==> config.mk <==
export PLATFORM = sky130hd
export DESIGN_NAME = pit_timer
export DESIGN_NICKNAME = d
export VERILOG_FILES = /design/src/rtl/pit_pkg.sv /design/src/rtl/pit_datapath.sv /design/src/rtl/pit_ctrl.sv /design/src/rtl/pit_readmux.sv /design/src/rtl/pit_timer.sv
export SDC_FILE = /design/constraint.sdc
export NUM_CORES = 1
export LEC_CHECK = 0
export ABC_AREA = 1
export CORE_UTILIZATION = 50
export DETAILED_ROUTE_END_ITERATION = 6
export PLACE_DENSITY = 0.91
export REMOVE_ABC_BUFFERS = 1
export SYNTH_ARGS = -nofsm -noshare
export SYNTH_HDL_FRONTEND = slang
export SYNTH_SLANG_ARGS = --single-unit
==> constraint.sdc <==
create_clock -name clk -period 3.5 [get_ports clk]
set_input_delay 0.7 -clock clk [delete_from_list [all_inputs] [get_ports clk]]
set_output_delay 0.7 -clock clk [all_outputs]
set_load 0.005 [all_outputs]
==> src/rtl/pit_pkg.sv <==
package pit_pkg;

  // Strobes from control to datapath, at most one count action per cycle.
  typedef struct packed {
    logic loadPeriod;  // take new period, clear count
    logic clrCount;    // force count to zero
    logic incCount;    // count + 1
    logic wrapCount;   // count reached period, return to zero
  } pitStrobe_t;

endpackage

==> src/rtl/pit_datapath.sv <==
module pit_datapath
  import pit_pkg::*;
#(
  parameter int unsigned REG_W = 16,
  parameter int unsigned BUS_W = 32
) (
  input  logic             clk,
  input  logic             rstN,
  input  pitStrobe_t       strobe,
  input  logic [BUS_W-1:0] wrData,
  output logic [REG_W-1:0] countQ,
  output logic [REG_W-1:0] periodQ,
  output logic             match
);

  logic [REG_W-1:0] countInc;

  assign countInc = countQ + {{(REG_W-1){1'b0}}, 1'b1};
  // A zero period never matches, so it can never wrap or fire.
  assign match    = (periodQ != '0) && (countInc == periodQ);

  always_ff @(posedge clk) begin
    if (!rstN) begin
      periodQ <= '0;
    end else if (strobe.loadPeriod) begin
      periodQ <= wrData[REG_W-1:0];
    end
  end

  always_ff @(posedge clk) begin
    if (!rstN) begin
      countQ <= '0;
    end else if (strobe.loadPeriod || strobe.clrCount || strobe.wrapCount) begin
      countQ <= '0;
    end else if (strobe.incCount) begin
      countQ <= countInc;
    end
  end

endmodule

==> src/rtl/pit_ctrl.sv <==
module pit_ctrl
  import pit_pkg::*;
#(
  parameter int unsigned ADDR_W     = 8,
  parameter logic [7:0]  PERIOD_OFF = 8'h38
) (
  input  logic              clk,
  input  logic              rstN,
  input  logic              tickMs,
  input  logic              cntEn,
  input  logic              almEn,
  input  logic              wrEn,
  input  logic [ADDR_W-1:0] addr,
  input  logic              match,
  output pitStrobe_t        strobe,
  output logic              almPulse
);

  logic periodWr;
  logic tickLive;

  assign periodWr = wrEn && (addr == ADDR_W'(PERIOD_OFF));
  // A period write takes priority over a tick arriving in the same cycle.
  assign tickLive = tickMs && cntEn && !periodWr;

  always_comb begin
    strobe            = '0;
    strobe.loadPeriod = periodWr;
    strobe.clrCount   = !cntEn;
    strobe.incCount   = tickLive && !match;
    strobe.wrapCount  = tickLive && match;
  end

  always_ff @(posedge clk) begin
    if (!rstN) begin
      almPulse <= 1'b0;
    end else begin
      almPulse <= tickLive && match && almEn;
    end
  end

endmodule

==> src/rtl/pit_readmux.sv <==
module pit_readmux #(
  parameter int unsigned ADDR_W     = 8,
  parameter int unsigned REG_W      = 16,
  parameter int unsigned BUS_W      = 32,
  parameter logic [7:0]  COUNT_OFF  = 8'h34,
  parameter logic [7:0]  PERIOD_OFF = 8'h38
) (
  input  logic [ADDR_W-1:0] addr,
  input  logic [REG_W-1:0]  countQ,
  input  logic [REG_W-1:0]  periodQ,
  output logic [BUS_W-1:0]  rdData
);

  localparam int unsigned PAD_W = BUS_W - REG_W;

  always_comb begin
    rdData = '0;
    if (addr == ADDR_W'(COUNT_OFF)) begin
      rdData = {{PAD_W{1'b0}}, countQ};
    end else if (addr == ADDR_W'(PERIOD_OFF)) begin
      rdData = {{PAD_W{1'b0}}, periodQ};
    end
  end

endmodule

==> src/rtl/pit_timer.sv <==
module pit_timer
  import pit_pkg::*;
#(
  parameter int unsigned ADDR_W     = 8,
  parameter int unsigned BUS_W      = 32,
  parameter int unsigned REG_W      = 16,
  parameter logic [7:0]  COUNT_OFF  = 8'h34,
  parameter logic [7:0]  PERIOD_OFF = 8'h38
) (
  input  logic              clk,
  input  logic              rstN,
  input  logic              tickMs,
  input  logic              cntEn,
  input  logic              almEn,
  input  logic              wrEn,
  input  logic [ADDR_W-1:0] addr,
  input  logic [BUS_W-1:0]  wrData,
  output logic [BUS_W-1:0]  rdData,
  output logic              almPulse
);

  pitStrobe_t       strobe;
  logic             match;
  logic [REG_W-1:0] countVal;
  logic [REG_W-1:0] periodVal;

  pit_ctrl #(
    .ADDR_W    (ADDR_W),
    .PERIOD_OFF(PERIOD_OFF)
  ) u_ctrl (
    .clk     (clk),
    .rstN    (rstN),
    .tickMs  (tickMs),
    .cntEn   (cntEn),
    .almEn   (almEn),
    .wrEn    (wrEn),
    .addr    (addr),
    .match   (match),
    .strobe  (strobe),
    .almPulse(almPulse)
  );

  pit_datapath #(
    .REG_W(REG_W),
    .BUS_W(BUS_W)
  ) u_dp (
    .clk    (clk),
    .rstN   (rstN),
    .strobe (strobe),
    .wrData (wrData),
    .countQ (countVal),
    .periodQ(periodVal),
    .match  (match)
  );

  pit_readmux #(
    .ADDR_W    (ADDR_W),
    .REG_W     (REG_W),
    .BUS_W     (BUS_W),
    .COUNT_OFF (COUNT_OFF),
    .PERIOD_OFF(PERIOD_OFF)
  ) u_rd (
    .addr   (addr),
    .countQ (countVal),
    .periodQ(periodVal),
    .rdData (rdData)
  );

endmodule

# Word level (Yosys, flattened, before mapping)

Cells that the tools add are included.

Reductions and logical operators: 14
Muxes and demuxes: 2
Bitwise logic cells: 1
$add $sub $neg: 1
Equal/unequal tests: 3

Operators by type and width:

| operator              | count |
|---|---|
| $mux 32               | 1 |
| $add 16x1->16 const B | 1 |
| $eq 16x16->1          | 1 |
| $eq 8x6->1 const B    | 2 |
| $mux 16               | 1 |
| $reduce_bool 16->1    | 1 |
| $logic_and 1x1->1     | 7 |
| $logic_not 1->1       | 3 |
| $logic_or 1x1->1      | 2 |
| $reduce_or 2->1       | 1 |
| $not 1->1             | 1 |

Word-level logic and storage cells: 24
Flip-flop bits (word level): 33
Input port bits: 46
Output and inout port bits: 33

# Depth between registers and ports, before layout

Gate-level depths: netlist of the first run.

Depth after elaboration: 7
Depth in mapped cells: 16
Gate-level depth less buffers: 14

# By module

From an unflattened synthesis of the first run, not the netlist that was laid out.

Cell total of the unflattened synthesis: 421
Area, all modules: 2,499.9 µm²

By module, submodules not included:

| module       | cells an instance | sequential area each (µm²) | instances | area each (µm²) |
|---|---|---|---|---|
| pit_datapath | 308               | 640.6                      | 1         | 1,896.8 |
| pit_readmux  | 92                | 0.0                        | 1         | 489.2 |
| pit_ctrl     | 21                | 20.0                       | 1         | 113.9 |

# Least setup slack after synthesis of the first run

No wires, ideal clock.

Path type: input to output
Start point: input port addr[7]
End point: output port rdData[10]
Stages on the path: 4
Setup slack: 1.262 ns
Path buffers: 1
Required time: 2.800 ns
Arrival time: 1.538 ns
Cells stage by stage: nor3_1 -> nand4_1 -> clkbuf_1 -> o22ai_1

Cells in the longest elaborated chain, start to end: 3
Elaborated cells between the ends (all ways): 4
Classes of those cells: eq/ne (2); mux (2)

Ends and longest elaborated chain:

| what               | RTL line          | RTL |
|---|---|---|
| start: declaration | pit_timer.sv:16   | `input logic [ADDR_W-1:0] addr,` |
| $eq 8x6->1         | pit_readmux.sv:20 | `end else if (addr == ADDR_W'(PERIOD_OFF)) begin` |
| $mux 16            | pit_readmux.sv:20 |  |
| $mux 32 *          | pit_readmux.sv:18 | `if (addr == ADDR_W'(COUNT_OFF)) begin` |
| end: declaration   | pit_timer.sv:18   | `output logic [BUS_W-1:0] rdData,` |

Mark *: on every way between the ends. The rest lies on a longest branch, timed or not.

# Final worst setup path of the first run

Start point: input port addr[1]
End point: output port rdData[10]

The elaborated chain is that of the path after synthesis.

==> results of run 1 <==
==> worst paths after layout <==
kind / from / endpoint / slack (ps)
worst max-delay path: addr[1] / rdData[10] / 110
worst min-delay path: u_dp.countQ[14] / u_dp.countQ[14] / 500
worst max register to register: u_dp.countQ[0] / u_dp.countQ[1] / 910
worst min register to register: u_dp.countQ[14] / u_dp.countQ[14] / 500
==> logic make-up after synthesis <==
logic type,count (synthesis)
flops,33
simple gates,196
other cells,1
fa+ha+maj,1
buf+inv,70
xor+xnor,5
compound gates,66
==> synth_stat cells, drive strengths merged <==
| cell type | instances |
|---|---|
| a21oi | 32 |
| and2 | 1 |
| and3 | 1 |
| buf | 21 |
| clkbuf | 6 |
| clkinv | 1 |
| conb | 1 |
| dfxtp | 33 |
| ha | 1 |
| inv | 42 |
| nand2 | 102 |
| nand3 | 48 |
| nand4 | 7 |
| nor2 | 33 |
| nor3 | 3 |
| nor4 | 1 |
| o21ai | 17 |
| o21bai | 1 |
| o22ai | 16 |
| xnor2 | 1 |
| xnor3 | 1 |
| xor2 | 3 |
==> power groups by stage <==
stage	Combinational, mW	Clock (mW)	Sequential (mW)
6_report	0.0693	0.377	0.377
5_1_grt	0.0756	0.398	0.377
4_1_cts	0.0679	0.381	0.377
3_5_place_dp	0.0672	0	0.386
3_3_place_gp	0.0663	0	0.386
2_1_floorplan	0.0241	0	0.386
==> worst reg2reg max path, cell delays in order, from the launching register on <==
cell	delay [ps]
sky130_fd_sc_hd__dfxtp_1	420
sky130_fd_sc_hd__ha_1	240
sky130_fd_sc_hd__nand3_1	130
sky130_fd_sc_hd__nor2_1	270
sky130_fd_sc_hd__nand2_1	110
sky130_fd_sc_hd__nand3_1	100
sky130_fd_sc_hd__nand2_1	60
sky130_fd_sc_hd__nor2_1	110
sky130_fd_sc_hd__nand2_1	110
sky130_fd_sc_hd__nor2_2	190
sky130_fd_sc_hd__nand3_4	250
sky130_fd_sc_hd__nand2_4	280
sky130_fd_sc_hd__nand2_1	110
sky130_fd_sc_hd__a21oi_1	140
==> sequential cells by signal, indices dropped and copies added (netlist names) <==
register / count
u_dp.periodQ: 16
u_ctrl.almPulse: 1
u_dp.countQ: 16
==> area by class of cell <==
class	instances	area share, %
inverters	43	5.61
flip-flops and latches	33	22.4
clock inverters	1	1.02
clock buffers	7	2.93
repair buffers	51	17.3
multi-input cells	284	48.4
well taps	52	2.21
==> through the flow <==
step | power (mW) | util, % | setup WS, ps
after floorplan | 0.410 | - | 834
after global placement | 0.452 | 63.1 | 177
after detailed placement | 0.453 | 63.1 | 151
after CTS | 0.826 | 65.7 | 9.90
after global routing | 0.850 | 66.2 | 25.2
final | 0.824 | 66.2 | 108
==> repair_timing <==
item                       4_1_cts  5_1_grt
resized for setup                0        1
buffers inserted                 0        1
setup endpoints to repair        0       16
==> layout by cell type, fill, tap and decap left out <==
cell | Yosys | final
sky130_fd_sc_hd__nand3_4 | 1 | 1
sky130_fd_sc_hd__buf_12 | 0 | 1
sky130_fd_sc_hd__inv_2 | 2 | 2
sky130_fd_sc_hd__o21ai_0 | 16 | 16
sky130_fd_sc_hd__nor2_2 | 7 | 7
sky130_fd_sc_hd__nand2_1 | 95 | 95
sky130_fd_sc_hd__clkdlybuf4s50_1 | 0 | 46
sky130_fd_sc_hd__a21oi_1 | 22 | 22
sky130_fd_sc_hd__bufinv_16 | 0 | 1
sky130_fd_sc_hd__nor4_1 | 1 | 1
sky130_fd_sc_hd__clkbuf_1 | 6 | 1
sky130_fd_sc_hd__and3_1 | 1 | 1
sky130_fd_sc_hd__o21bai_1 | 1 | 1
sky130_fd_sc_hd__inv_1 | 40 | 39
sky130_fd_sc_hd__ha_1 | 1 | 1
sky130_fd_sc_hd__clkinv_1 | 1 | 1
sky130_fd_sc_hd__nand3_1 | 46 | 46
sky130_fd_sc_hd__conb_1 | 1 | 16
sky130_fd_sc_hd__nor3_1 | 3 | 3
sky130_fd_sc_hd__nor2_1 | 23 | 23
sky130_fd_sc_hd__o22ai_1 | 16 | 16
sky130_fd_sc_hd__clkinvlp_4 | 0 | 1
sky130_fd_sc_hd__clkbuf_8 | 0 | 6
sky130_fd_sc_hd__xnor3_1 | 1 | 1
sky130_fd_sc_hd__dfxtp_1 | 33 | 33
sky130_fd_sc_hd__nor2_4 | 3 | 3
sky130_fd_sc_hd__nand4_1 | 7 | 7
sky130_fd_sc_hd__xor2_1 | 3 | 3
sky130_fd_sc_hd__nand2_2 | 6 | 6
sky130_fd_sc_hd__nand3_2 | 1 | 1
sky130_fd_sc_hd__buf_4 | 18 | 4
sky130_fd_sc_hd__and2_1 | 1 | 1
sky130_fd_sc_hd__o21ai_1 | 1 | 1
sky130_fd_sc_hd__xnor2_1 | 1 | 1
sky130_fd_sc_hd__nand2_4 | 1 | 1
sky130_fd_sc_hd__a21oi_2 | 10 | 10
==> layer usage <==
metal / track usage [%] / wire length [um] / up-vias
met5: 0 / 0 / -
met4: 13.3 / 161 / 0
met3: 5.98 / 534 / 21
met2: 44.6 / 3170 / 152
met1: 32.9 / 2680 / 1160
li1: - / - / 1287
==> report_table.html, run 1 <==
<table>
<tr><th>Metric</th><th>Value</th></tr>
<tr><th colspan="2">Global route</th></tr>
<tr><td>Number of antenna violations at the first check in global routing</td><td>0</td></tr>
<tr><td>Number of global-route vias before repair</td><td>approximately 2400</td></tr>
<tr><td>Global-route usage over all layers</td><td>between 20% and 30%</td></tr>
<tr><td>Total congestion overflow after global routing</td><td>0</td></tr>
<tr><td>Maximum number of pins on one net before global-route repair</td><td>34</td></tr>
<tr><td>Wire length of the first global-routing pass</td><td>10700 um</td></tr>
<tr><th colspan="2">Timing</th></tr>
<tr><td>RSZ-0062 raised after global routing</td><td>false</td></tr>
<tr><td>Final hold violation count</td><td>0</td></tr>
<tr><td>Min cycle time layout</td><td>approximately 3400 ps</td></tr>
<tr><td>Final Max Tran Viols</td><td>0</td></tr>
<tr><td>Accumulated negative setup slack</td><td>0 ps</td></tr>
<tr><td>Number of setup violations in the final report</td><td>0</td></tr>
<tr><td>Worst clock skew</td><td>roughly 5.7 ps</td></tr>
<tr><td>Hold Slack</td><td>501 ps</td></tr>
<tr><td>Share of the clock period used by the worst path</td><td>96.9%</td></tr>
<tr><td>FMAX</td><td>~300 MHz</td></tr>
<tr><th colspan="2">Layout</th></tr>
<tr><td>Antenna diode count</td><td>0</td></tr>
<tr><td>Final design area excluding fillers</td><td>about 0.0029 sq mm</td></tr>
<tr><td>Area overhead of the layout relative to synthesis</td><td>24.1%</td></tr>
<tr><td>Filler cell count</td><td>approximately 380</td></tr>
<tr><td>Area taken by flip-flops and latches</td><td>661 sq um</td></tr>
<tr><td>Final non-filler cell total</td><td>about 470</td></tr>
<tr><td>Net total in the final layout</td><td>465</td></tr>
<tr><td>Fraction of final layout cells sized beyond drive strength 1</td><td>10.5%</td></tr>
<tr><td>Multi-input logic area</td><td>0.00143 sq mm</td></tr>
<tr><th colspan="2">Routing</th></tr>
<tr><td>Post-detailed-route count of antenna-violating nets</td><td>0</td></tr>
<tr><td>Via count normalized by instance count</td><td>approximately 5.6</td></tr>
<tr><td>Vias post-DR</td><td>between 2000 and 3000</td></tr>
<tr><td>Router iterations before antenna repair</td><td>7</td></tr>
<tr><td>Violation count after the first detailed-routing iteration</td><td>slightly below 400</td></tr>
<tr><td>WL per Instance</td><td>approximately 14 um</td></tr>
<tr><td>DRC errors left</td><td>0</td></tr>
<tr><td>Wire length reported by the detailed router</td><td>around 6500 um</td></tr>
<tr><th colspan="2">Placement</th></tr>
<tr><td>Final Wtd Congestion</td><td>~0.94</td></tr>
<tr><td>Cell count after placement</td><td>between 400 and 500</td></tr>
<tr><td>Post-detailed-placement cell area</td><td>about 0.0028 sq mm</td></tr>
<tr><td>DP HPWL</td><td>4540 um</td></tr>
<tr><td>Number of port buffers</td><td>46</td></tr>
<tr><th colspan="2">Clock tree</th></tr>
<tr><td>Total number of H-tree levels</td><td>2</td></tr>
<tr><td>TritonCTS Sinks</td><td>33</td></tr>
<tr><td>Later-pin clock latency in the skew report</td><td>a little under 300 ps</td></tr>
<tr><td>TritonCTS clock tree</td><td>yes</td></tr>
<tr><td>Number of buffers added by the clock tree synthesis step</td><td>5</td></tr>
<tr><td>Clock slew seen by the registers of the worst setup and hold paths</td><td>around 70 ps</td></tr>
<tr><td>Deepest clock path buffer count</td><td>2</td></tr>
<tr><td>Quantity of hold-fixing buffers added after cts</td><td>0</td></tr>
<tr><td>Root buffer selected by CTS</td><td>sky130_fd_sc_hd__clkbuf_8</td></tr>
<tr><th colspan="2">Critical path</th></tr>
<tr><td>Largest stage delay on the critical path</td><td>roughly 530 ps</td></tr>
<tr><td>Type of the worst setup path</td><td>in -&gt; out</td></tr>
<tr><td>Count of buffer and inverter cells on the critical path</td><td>4</td></tr>
<tr><td>Largest fanout on the critical path</td><td>16</td></tr>
<tr><td>Data arrival at the endpoint of the critical path</td><td>approximately 2700 ps</td></tr>
<tr><td>Crit start category</td><td>primary input</td></tr>
<tr><td>Number of cell instances on the worst register-to-register path</td><td>13</td></tr>
<tr><td>Critical path's slowest cell</td><td>sky130_fd_sc_hd__clkdlybuf4s50_1</td></tr>
<tr><td>Most Frequent Cell on Critical Path</td><td>sky130_fd_sc_hd__clkdlybuf4s50_1</td></tr>
<tr><td>Top cell family by delay on the critical path</td><td>buffers and inverters</td></tr>
<tr><td>Worst endpoint required time</td><td>approximately 2800 ps</td></tr>
<tr><td>Number of gates on the worst path with buffers counted</td><td>7</td></tr>
<tr><td>Cell-by-cell trace of the critical path</td><td>clkdlybuf4s50_1, nor4_1, and2_1, clkinvlp_4, buf_12, o22ai_1, clkdlybuf4s50_1</td></tr>
<tr><td>Critical path capture point type</td><td>primary output</td></tr>
<tr><th colspan="2">Pwr</th></tr>
<tr><td>Pint</td><td>0.645 mW</td></tr>
<tr><td>Leakage dissipation</td><td>around 1.1 nW</td></tr>
<tr><td>Power density over the cells</td><td>approximately 280 mW/mm^2</td></tr>
<tr><td>Clock share of power</td><td>between 40% and 50%</td></tr>
<tr><td>Maximum vdd ir drop</td><td>~0.2 mV</td></tr>
<tr><td>Net load switching power</td><td>0.179 mW</td></tr>
<tr><td>Sequential share of power</td><td>between 40 and 50%</td></tr>
<tr><td>Portion of total power attributed to combinational logic</td><td>around 8.4%</td></tr>
<tr><td>Sw Ratio</td><td>between 20% and 30%</td></tr>
<tr><th colspan="2">Hold path</th></tr>
<tr><td>HP Class</td><td>reg -&gt; reg</td></tr>
<tr><td>Number of instances on the worst hold path</td><td>2</td></tr>
<tr><th colspan="2">Synthesis</th></tr>
<tr><td>Count of distinct cell types in the synthesized netlist</td><td>34</td></tr>
<tr><td>Dominant combinational cell family by area after synthesis</td><td>simple AND/OR/NAND/NOR gates</td></tr>
<tr><td>Largest area contributor in the netlist</td><td>sky130_fd_sc_hd__dfxtp_1</td></tr>
<tr><td>Part of the Yosys area used for sequential elements</td><td>27.8%</td></tr>
<tr><td>Register bit count reported by yosys</td><td>33</td></tr>
<tr><td>Arithmetic-cell share of the synthesized area counting full adders, half adders and majority gates</td><td>less than 1%</td></tr>
<tr><td>Synth Cell Area</td><td>0.00237 sq mm</td></tr>
<tr><td>Average instance area after synthesis</td><td>~6.4 sq um</td></tr>
<tr><td>Count of synthesis-stage warnings from yosys</td><td>0</td></tr>
<tr><td>Biggest area contributors in the synthesized netlist</td><td>sky130_fd_sc_hd__dfxtp_1, sky130_fd_sc_hd__nand2_1, sky130_fd_sc_hd__nand3_1, sky130_fd_sc_hd__inv_1, sky130_fd_sc_hd__buf_4</td></tr>
<tr><td>Multiplexer share of the synthesized area</td><td>0%</td></tr>
<tr><td>Post-synthesis xor/xnor area fraction</td><td>under 10%</td></tr>
<tr><td>Synth Area in Compound Gates</td><td>~16%</td></tr>
<tr><td>Share of synthesized cell area in and, or, nand and nor gates</td><td>a little under two fifths</td></tr>
<tr><td>Area fraction of the dominant cell type after synthesis</td><td>between 20 and 30%</td></tr>
<tr><td>Syn Inst Count</td><td>around 370</td></tr>
<tr><th colspan="2">Run</th></tr>
<tr><td>Reported max-cap violation count</td><td>0</td></tr>
<tr><th colspan="2">Floorplan</th></tr>
<tr><td>Row count</td><td>24</td></tr>
<tr><td>Placeable Area</td><td>0.00444 sq mm</td></tr>
<tr><td>Initial Utilization</td><td>53.4%</td></tr>
<tr><td>Boundary pin count</td><td>a little under 80</td></tr>
<tr><td>Die H</td><td>around 70 um</td></tr>
<tr><td>Chip width</td><td>between 70 and 80 um</td></tr>
<tr><td>Total die area</td><td>between 0.005 and 0.006 sq mm</td></tr>
<tr><th colspan="2">Run status</th></tr>
<tr><td>Run status</td><td>finished, final reports clean</td></tr>
</table>
Power figures use the tool's default switching activity.
==> inputs of run 2 (changes only) <==
- CORE_UTILIZATION: 50 -> 65
- DONT_BUFFER_PORTS: unset -> 1
- PLACE_DENSITY: 0.91 -> 0.86
==> report_table.html, run 2 (synthesis gave the netlist of run 1 again) <==
<table>
<tr><th>Metric</th><th>Value</th></tr>
<tr><th colspan="2">Clock tree</th></tr>
<tr><td>Post-CTS Resized</td><td>0 (unchanged)</td></tr>
<tr><td>Later-pin clock latency in the skew report</td><td>360 ps (+70 ps)</td></tr>
<tr><td>Quantity of hold-fixing buffers added after cts</td><td>0 (unchanged)</td></tr>
<tr><td>Number of buffers added by the clock tree synthesis step</td><td>5 (unchanged)</td></tr>
<tr><td>Deepest clock path buffer count</td><td>2 (unchanged)</td></tr>
<tr><td>Total number of H-tree levels</td><td>2 (unchanged)</td></tr>
<tr><td>TritonCTS clock tree</td><td>yes</td></tr>
<tr><td>Clock slew seen by the registers of the worst setup and hold paths</td><td>110 ps (+40 ps)</td></tr>
<tr><td>TritonCTS Sinks</td><td>33 (unchanged)</td></tr>
<tr><td>Number of buffers added for setup after CTS</td><td>0 (unchanged)</td></tr>
<tr><td>Root buffer selected by CTS</td><td>sky130_fd_sc_hd__clkbuf_4</td></tr>
<tr><th colspan="2">Critical path</th></tr>
<tr><td>Cell-by-cell trace of the critical path</td><td>ha_1, nand2_1, nor2_4, nand3_1, xnor3_1, nand2_1, nor2_2, nand3_4, nand2_4, nand2_1, a21oi_2</td></tr>
<tr><td>Data arrival at the endpoint of the critical path</td><td>2790 ps (+100 ps)</td></tr>
<tr><td>Crit start category</td><td>register</td></tr>
<tr><td>Top cell family by delay on the critical path</td><td>simple AND/OR/NAND/NOR gates</td></tr>
<tr><td>Largest stage delay on the critical path</td><td>430 ps (-100 ps)</td></tr>
<tr><td>Endpoint of the lowest-slack register-to-register path</td><td>u_dp.countQ[15]</td></tr>
<tr><td>R2r setup slk</td><td>990 ps (+80 ps)</td></tr>
<tr><td>Most Frequent Cell on Critical Path</td><td>sky130_fd_sc_hd__nand2_1</td></tr>
<tr><td>Reg2Reg Launch Point</td><td>u_dp.countQ[0]</td></tr>
<tr><td>Critical path's slowest cell</td><td>sky130_fd_sc_hd__dfxtp_1</td></tr>
<tr><td>Critical path capture point type</td><td>register</td></tr>
<tr><td>Number of cell instances on the worst register-to-register path</td><td>11 (-2)</td></tr>
<tr><td>Count of buffer and inverter cells on the critical path</td><td>0 (-4)</td></tr>
<tr><td>Worst endpoint required time</td><td>3780 ps (+980 ps)</td></tr>
<tr><td>Type of the worst setup path</td><td>reg -&gt; reg</td></tr>
<tr><td>Largest fanout on the critical path</td><td>17 (+1)</td></tr>
<tr><th colspan="2">Global route</th></tr>
<tr><td>Total congestion overflow after global routing</td><td>0 (unchanged)</td></tr>
<tr><td>Maximum number of pins on one net before global-route repair</td><td>34 (unchanged)</td></tr>
<tr><td>Global-route usage over all layers</td><td>32.9% (+6.0 points)</td></tr>
<tr><td>Number of global-route vias before repair</td><td>2240 (-8.3%)</td></tr>
<tr><td>Wire length of the first global-routing pass</td><td>10100 um (-5.0%)</td></tr>
<tr><td>Number of antenna violations at the first check in global routing</td><td>0 (unchanged)</td></tr>
<tr><th colspan="2">Hold path</th></tr>
<tr><td>Origin of the worst min-delay path</td><td>rstN</td></tr>
<tr><td>HP Class</td><td>in -&gt; reg</td></tr>
<tr><td>Endpoint, Worst Hold</td><td>u_dp.periodQ[2]</td></tr>
<tr><td>Number of instances on the worst hold path</td><td>2 (unchanged)</td></tr>
<tr><th colspan="2">Layout</th></tr>
<tr><td>Antenna diode count</td><td>0 (unchanged)</td></tr>
<tr><td>Top flop regs</td><td>u_dp.countQ x16, u_dp.periodQ x16, u_ctrl.almPulse x1</td></tr>
<tr><td>Multi-input logic area</td><td>0.00143 sq mm (unchanged)</td></tr>
<tr><td>Final non-filler cell total</td><td>417 (-11%)</td></tr>
<tr><td>Area overhead of the layout relative to synthesis</td><td>0.264%</td></tr>
<tr><td>Commonest non-fill, non-tap cell in the layout</td><td>sky130_fd_sc_hd__nand2_1</td></tr>
<tr><td>Net total in the final layout</td><td>417 (-10%)</td></tr>
<tr><td>Most used cells in the layout excluding fill and tap cells</td><td>sky130_fd_sc_hd__nand2_1, sky130_fd_sc_hd__nand3_1, sky130_fd_sc_hd__inv_1, sky130_fd_sc_hd__dfxtp_1, sky130_fd_sc_hd__nor2_1</td></tr>
<tr><td>Filler cell count</td><td>308 (-20%)</td></tr>
<tr><td>Fraction of final layout cells sized beyond drive strength 1</td><td>11.1% (+0.55 points)</td></tr>
<tr><td>Area taken by flip-flops and latches</td><td>661 sq um (unchanged)</td></tr>
<tr><th colspan="2">Placement</th></tr>
<tr><td>Cell count after placement</td><td>409 (-11%)</td></tr>
<tr><td>DP HPWL</td><td>4120 um (-9.2%)</td></tr>
<tr><td>Number of port buffers</td><td>0 (-100%)</td></tr>
<tr><td>Final Wtd Congestion</td><td>0.949 (+0.98%)</td></tr>
<tr><th colspan="2">Timing</th></tr>
<tr><td>Headroom to the max-slew limit</td><td>between 50% and 60%</td></tr>
<tr><td>RSZ-0062 raised after global routing</td><td>false</td></tr>
<tr><td>Final Max Tran Viols</td><td>0 (unchanged)</td></tr>
<tr><td>Final hold violation count</td><td>0 (unchanged)</td></tr>
<tr><td>Min cycle time layout</td><td>2510 ps (-883 ps)</td></tr>
<tr><td>Share of the clock period used by the worst path</td><td>71.7% (-25 points)</td></tr>
<tr><td>Accumulated negative setup slack</td><td>0 ps (unchanged)</td></tr>
<tr><td>Worst clock skew</td><td>9.71 ps (+4.04 ps)</td></tr>
<tr><td>Number of setup violations in the final report</td><td>0 (unchanged)</td></tr>
<tr><td>FMAX</td><td>399 MHz (+35%)</td></tr>
<tr><td>Pin slew with the least headroom to its limit</td><td>between 600 and 700 ps</td></tr>
<tr><th colspan="2">Routing</th></tr>
<tr><td>Post-detailed-route count of antenna-violating nets</td><td>0 (unchanged)</td></tr>
<tr><td>Vias post-DR</td><td>2386 (-8.9%)</td></tr>
<tr><td>DRC errors left</td><td>0 (unchanged)</td></tr>
<tr><td>Wire length reported by the detailed router</td><td>5940 um (-9.3%)</td></tr>
<tr><td>Router iterations before antenna repair</td><td>5 (-2)</td></tr>
<tr><td>Via count normalized by instance count</td><td>5.72 (+2.9%)</td></tr>
<tr><td>Violation count after the first detailed-routing iteration</td><td>255 (-36%)</td></tr>
<tr><td>WL per Instance</td><td>14.2 um (+2.5%)</td></tr>
<tr><th colspan="2">Floorplan</th></tr>
<tr><td>Total die area</td><td>0.00390 sq mm (-22%)</td></tr>
<tr><td>Placeable Area</td><td>0.00342 sq mm (-23%)</td></tr>
<tr><td>Initial Utilization</td><td>69.5% (+16 points)</td></tr>
<tr><td>Chip width</td><td>62.4 um (-12%)</td></tr>
<tr><td>Row count</td><td>21 (-13%)</td></tr>
<tr><td>Die H</td><td>62.4 um (-12%)</td></tr>
<tr><td>Boundary pin count</td><td>79 (unchanged)</td></tr>
<tr><th colspan="2">Run</th></tr>
<tr><td>Reported max-cap violation count</td><td>0 (unchanged)</td></tr>
<tr><th colspan="2">Pwr</th></tr>
<tr><td>Maximum vdd ir drop</td><td>0.201 mV (-2.2%)</td></tr>
<tr><td>Power density over the cells</td><td>265 mW/mm^2 (-5.2%)</td></tr>
<tr><td>Leakage dissipation</td><td>0.909 nW (-19%)</td></tr>
<tr><th colspan="2">Run status</th></tr>
<tr><td>Run status</td><td>finished, final reports clean</td></tr>
</table>
==> run 2: worst max path at each step <==
stage	start	to	cells past startpoint
floorplan	addr[1]	u_dp.countQ[0]	8
global placement	u_dp.countQ[0]	u_dp.countQ[15]	13
detailed placement	u_dp.countQ[0]	u_dp.countQ[15]	13
CTS	u_dp.countQ[0]	u_dp.countQ[15]	13
global route	u_dp.countQ[1]	u_dp.countQ[8]	13
finish	u_dp.countQ[0]	u_dp.countQ[15]	11
==> run 2: per-stage QoR <==
stage / hold WS (ps) / cell area (sq um) / util, % / setup slack (ps) / power [mW]
after floorplan: 463 / 2250 / - / 834 / 0.410
after CTS: 461 / 2380 / 69.6 / 1040 / 0.629
after detailed placement: 475 / 2330 / 68.1 / 1080 / 0.417
final: 462 / 2380 / 69.6 / 991 / 0.631
after global routing: 459 / 2380 / 69.6 / 704 / 0.647
after global placement: 476 / 2330 / 68.1 / 1100 / 0.416
==> run 2: final cells by class <==
| class | instances | area share [%] |
|---|---|---|
| multi-input cells | 284 | 59.9 |
| flip-flops and latches | 33 | 27.8 |
| inverters | 43 | 6.79 |
| well taps | 46 | 2.42 |
| clock buffers | 6 | 1.74 |
| repair buffers | 3 | 0.947 |
| clock inverters | 2 | 0.421 |
==> run 2: layer usage <==
layer | global-route usage [%] | up-vias | wire, um
met5 | 0 | - | 0
met4 | 11.3 | 0 | 94
met3 | 8.76 | 11 | 532
met2 | 52.4 | 132 | 2750
met1 | 42.6 | 1051 | 2560
li1 | - | 1192 | -
==> run 2: report_power, final <==
group | internal [mW] | total, mW | switching, mW
Combinational | 0.00811 | 0.0317 | 0.0236
Clock | 0.0765 | 0.222 | 0.145
Sequential | 0.376 | 0.377 | 0.00106
